### config.mk
export PLATFORM = sky130hd
export DESIGN_NAME = tpm_sample_hist
export DESIGN_NICKNAME = d
export VERILOG_FILES = /design/src/rtl/tpm_sample_hist.sv
export SDC_FILE = /design/constraint.sdc
export NUM_CORES = 1
export LEC_CHECK = 0
export BUFFER_PORTS_ARGS = -buffer_cell sky130_fd_sc_hd__buf_4
export CAP_MARGIN = 20
export CORE_ASPECT_RATIO = 0.5
export CORE_MARGIN = 4
export CORE_UTILIZATION = 30
export CTS_BUF_LIST = sky130_fd_sc_hd__clkbuf_8
export CTS_CLUSTER_SIZE = 28
export DETAILED_ROUTE_END_ITERATION = 6
export SLEW_MARGIN = 0
export SYNTH_ARGS = -nofsm -noshare
export SYNTH_HDL_FRONTEND = slang
export SYNTH_SLANG_ARGS = --single-unit
### constraint.sdc
create_clock -name clk -period 3.77 [get_ports clk]
set_input_delay 0.377 -clock clk [delete_from_list [all_inputs] [get_ports clk]]
set_output_delay 0.377 -clock clk [all_outputs]
set_load 0.03 [all_outputs]
### src/rtl/tpm_sample_hist.sv
module tpm_sample_hist #(
  parameter int NBITS   = 32,
  parameter int BATCH_K = 4,
  parameter int CNT_W   = 3,
  parameter int SEL_W   = 5
) (
  input  logic             clk,
  input  logic             rst_n,
  input  logic             take,
  input  logic [NBITS-1:0] din,
  input  logic             batch_req,
  input  logic [SEL_W-1:0] sel,
  output logic             start,
  output logic [CNT_W-1:0] n_eval,
  output logic [CNT_W-1:0] tog_cnt
);

  localparam logic [CNT_W-1:0] K_CNT   = CNT_W'(BATCH_K);
  localparam logic [CNT_W-1:0] ONE_CNT = CNT_W'(1);

  // control and history state
  logic             primed_q, primed_d;
  logic             mode_q,   mode_d;
  logic [CNT_W-1:0] fill_q,   fill_d;
  logic [NBITS-1:0] hist_q,   hist_d;
  logic [NBITS-1:0] base_q,   base_d;

  // group sample store (datapath, no reset)
  logic [NBITS-1:0] smp_q [0:BATCH_K-1];
  logic [NBITS-1:0] smp_d [0:BATCH_K-1];

  logic [CNT_W-1:0] grp_len;
  logic             grp_last;
  logic [BATCH_K-1:0] flip_bits;

  always_comb begin
    if (fill_q == '0) begin
      grp_len = batch_req ? K_CNT : ONE_CNT;
    end else begin
      grp_len = mode_q ? K_CNT : ONE_CNT;
    end
    grp_last = take && (fill_q == grp_len - ONE_CNT);
  end

  always_comb begin
    primed_d = primed_q;
    mode_d   = mode_q;
    fill_d   = fill_q;
    hist_d   = hist_q;
    base_d   = base_q;
    for (int j = 0; j < BATCH_K; j++) begin
      smp_d[j] = smp_q[j];
    end
    if (take) begin
      hist_d   = din;
      primed_d = 1'b1;
      for (int j = 0; j < BATCH_K; j++) begin
        if (fill_q == CNT_W'(j)) begin
          smp_d[j] = din;
        end
      end
      if (fill_q == '0) begin
        // opening strobe: latch the reference sample and the group mode
        base_d = primed_q ? hist_q : din;
        mode_d = batch_req;
      end
      fill_d = grp_last ? '0 : fill_q + ONE_CNT;
    end
  end

  always_ff @(posedge clk or negedge rst_n) begin
    if (!rst_n) begin
      primed_q <= 1'b0;
      mode_q   <= 1'b0;
      fill_q   <= '0;
      hist_q   <= '0;
      base_q   <= '0;
    end else begin
      primed_q <= primed_d;
      mode_q   <= mode_d;
      fill_q   <= fill_d;
      hist_q   <= hist_d;
      base_q   <= base_d;
    end
  end

  always_ff @(posedge clk) begin
    if (take) begin
      for (int j = 0; j < BATCH_K; j++) begin
        smp_q[j] <= smp_d[j];
      end
    end
  end

  // per-sample toggle of the selected bit column
  genvar g;
  generate
    for (g = 0; g < BATCH_K; g++) begin : g_col
      if (g == 0) begin : g_first
        assign flip_bits[g] = smp_q[g][sel] ^ base_q[sel];
      end else begin : g_rest
        assign flip_bits[g] = smp_q[g][sel] ^ smp_q[g-1][sel];
      end
    end
  endgenerate

  always_comb begin
    tog_cnt = '0;
    for (int j = 0; j < BATCH_K; j++) begin
      if (CNT_W'(j) < n_eval) begin
        tog_cnt = tog_cnt + CNT_W'(flip_bits[j]);
      end
    end
  end

  assign n_eval = mode_q ? K_CNT : ONE_CNT;
  assign start  = grp_last;

endmodule

==> key figures <==
Run status
  • Status: complete, but fails checks
  • Failing checks: negative setup slack

Detailed routing
  • DR vias/cell: 4.75
  • Initial drt markers: 266
  • Total number of vias: 4,197
  • Routed WL: 17,200 µm
  • Residual DRC: 0
  • Detail Route Antenna Nets: 0
  • Pre-antenna DRT Iters: 5
  • Routed wire per std cell: 19.5 µm

Timing
  • Worst setup margin: -0.202 ns
  • Relative slew slack: 27.9%
  • Clk_skew: 0.0123 ns
  • Tcrit/Tclk final: 105%
  • Fmax: 252 MHz
  • Min Tclk post-route: 3.97 ns
  • Final setup fails: 3
  • Unrepaired setup endpoints after global routing: true
  • Max Slew Vio Count: 0
  • Setup_tns: -0.485 ns
  • Slew @ Worst Pin: about 1.1 ns
  • Hold Fails Final Rpt: 0

Yosys
  • Synthesized flop and latch total: between 150 and 200
  • Ys Warns: 0
  • EDFF count, synth: 128
  • Seq/Total Area, Yosys: 67.2%
  • Synth Area per Inst: 18.0 µm²
  • Post-synth top flop: edfxtp_1
  • Top cells by area, synth: edfxtp_1 (46%), dfrtp_1 (21%), mux4_2 (11%), mux2i_1 (4.3%), mux2_2 (4.3%)
  • Leading area contributor after synthesis: edfxtp_1
  • Yosys top cell area share: 46.4%
  • Asr flop ratio synth: between 30% and 40%
  • Synthesized area: 0.00829 mm²
  • Mapped Cells: 461
  • Post-synth cell types: 30
  • Post-Syn Nets: 511

Critical path
  • Reg2Reg Launch Point: fill_q[0]
  • Worst Setup Start Kind: flip-flop
  • Req. time, crit path: approximately 3.4 ns
  • CP Cell Sequence: mux4_2 > mux4_2 > mux2i_4 > xor2_2 > ha_1 > xor2_1 > a21oi_1 > ha_2 > ha_4 > and2_4 > buf_6
  • Worst reg2reg path depth: 8
  • Critical-path maximum fanout: 2
  • Crit-path slowest cell: mux4_2
  • Reg-to-reg slack, setup: 1.77 ns
  • Crit Path Class: flip-flop to output pin
  • WP data arrival: around 3.6 ns
  • Delay of the slowest cell on the worst path: 0.53 ns
  • Reg-to-Reg End: fill_q[0]
  • Most frequent CP cell: mux4_2
  • Crit end category: output pin

Floorplanning
  • FP Rows: 42
  • Core area: around 0.027 mm²
  • Initial Util: 30.9%
  • Die width: roughly 240 µm
  • Die area: 0.0305 mm²
  • Ports: 48
  • Die Y-Extent: 126 µm

Layout
  • Non-Filler Instances: 883
  • Final design utilization: 35.7%
  • Fin nets: 568
  • # diodes: 0
  • Area growth syn-to-layout: 15.5%
  • Share of post-route cells with drive strength above 1: 37.5%
  • FILL cells: around 2,500

Global route
  • Vias in the first global route: 4,336
  • First-pass GRT wire length: 26,900 µm
  • Gr usage total: 11.7%
  • GRT Residual Overflow: 0
  • Initial antenna violation count: 0
  • Largest net degree at the start of global routing: 70

Placement
  • Detail Placement HPWL: 11,200 µm
  • Cells after DPL: 850
  • Gpl congestion: around 0.72
  • Input/output buffers: 46

CTS
  • CTS root buf: clkbuf_8
  • CTS Sinks: between 150 and 200
  • CTS Hold Bufs: 0
  • Num CTS Buffers: 17
  • Clock-pin slew on the worst setup and hold paths: approximately 0.10 ns
  • H-tree depth: 4
  • Clock Latency Late Sink: ~0.46 ns
  • Clock buffer depth: 2
  • CTS tree: yes

Pwr
  • Power per standard cell area: 557 mW/mm²
  • Overall Power: 0.00533 W
  • Leak: 3.67 nW
  • IR drop worst, VDD: around 210 µV

Min path
  • Worst min path class: primary input to async pin

Job
  • Max-Cap Viols: 0
[layer usage]
metal / wire, µm / global-route usage, %
met3: 694 / 2.78
met5: 0 / 0
met1: 8110 / 16.5
met2: 8290 / 18.5
met4: 127 / 2.95
[registers in the layout, summed over array words and instances, names as in the netlist]
name / count
base_q: 32
fill_q: 3
hist_q: 32
mode_q: 1
primed_q: 1
smp_q: 128
[stage by stage]
step                      hold WS (ns)  setup slack (ns)  cell area, µm²
final                           0.0350            -0.202            9570
after global placement           0.460            -0.239            9160
after CTS                       0.0538            -0.218            9570
after floorplan                 0.0814           -0.0258            8300
after detailed placement         0.471            -0.234            9160
after global routing            0.0830            -0.342            9570
[where the power goes]
part	total, W	internal [W]	switching, W
Combinational	0.00122	0.000569	0.000647
Sequential	0.00285	0.00268	0.000171
Clock	0.00127	0.000486	0.000782
Total	0.00533	0.00373	0.00160
[worst max-delay path, delay by kind of cell (launching register included)]
kind / cells / cell delay, ns
simple gates: 1 / 0.15
xor+xnor: 2 / 0.37
compound gates: 1 / 0.14
buf+inv: 1 / 0.13
fa+ha+maj: 3 / 0.68
mux: 3 / 1.27
flops: 1 / 0.40
[what timing repair did]
item / in CTS / in global routing
endpoints found under the setup margin: 3 / 3
buffers inserted: 1 / 0
resized for setup: 15 / 3
pin swaps: 7 / 1
[kinds of logic after synthesis]
| family | Yosys count | synth area share (%) |
|---|---|---|
| DFF | 197 | 67.2 |
| other | 1 | 0.0452 |
| xor gates and xnor gates | 7 | 0.830 |
| and+or+nand+nor | 48 | 2.49 |
| AOI/OAI and AO/OA | 41 | 2.54 |
| adders and majority gates | 9 | 1.36 |
| buffers and inverters | 37 | 2.10 |
| muxes | 121 | 23.5 |
[worst max path at each step]
| stage | start | to | slack [ns] | depth (start not counted) |
|---|---|---|---|---|
| after detailed placement | sel[1] | tog_cnt[1] | -0.23 | 13 |
| after global placement | sel[1] | tog_cnt[1] | -0.24 | 13 |
| final | base_q[5] | tog_cnt[1] | -0.20 | 11 |
| after floorplan | sel[2] | tog_cnt[2] | -0.03 | 13 |
| after CTS | base_q[5] | tog_cnt[1] | -0.22 | 11 |
| after global routing | smp_q[0][22] | tog_cnt[2] | -0.34 | 12 |
[synthesized netlist by cell type, types with 5 or more instances]
cell type	count
mux4_1	8
buf_1	5
inv_1	6
mux2i_1	36
ha_1	9
dfrtp_1	69
clkbuf_1	17
mux2_2	32
nand2_1	35
edfxtp_1	128
mux4_2	42
o21ai_0	35
[layout by cell type (no fill, tap or decap), types with 2 or more instances in the layout]
cell / n
edfxtp_1: 128
dfrtp_1: 68
buf_4: 61
mux4_2: 48
mux2i_1: 35
o21ai_0: 35
nand2_1: 34
mux2_2: 32
clkbuf_8: 17
ha_1: 7
inv_6: 6
inv_1: 5
buf_12: 5
mux2i_4: 3
xor2_1: 3
a21oi_1: 3
inv_8: 3
clkinvlp_4: 3
buf_6: 3
nor2_1: 2
and2_1: 2
mux4_1: 2
xor2_2: 2
nor2_2: 2
and2_4: 2
and3_1: 2
[layout make-up]
class	count	area (µm²)	share of cell area, %
Clock buffer	17	234	2.44
Sequential cell	197	5570	58.2
Clock inverter	15	138	1.44
Inverter	6	22.5	0.235
Multi-Input combinational cell	227	2580	26.9
Timing Repair Buffer	69	592	6.18
Tap cell	352	440	4.60
Note: power is estimated with default switching activity, not from simulation.
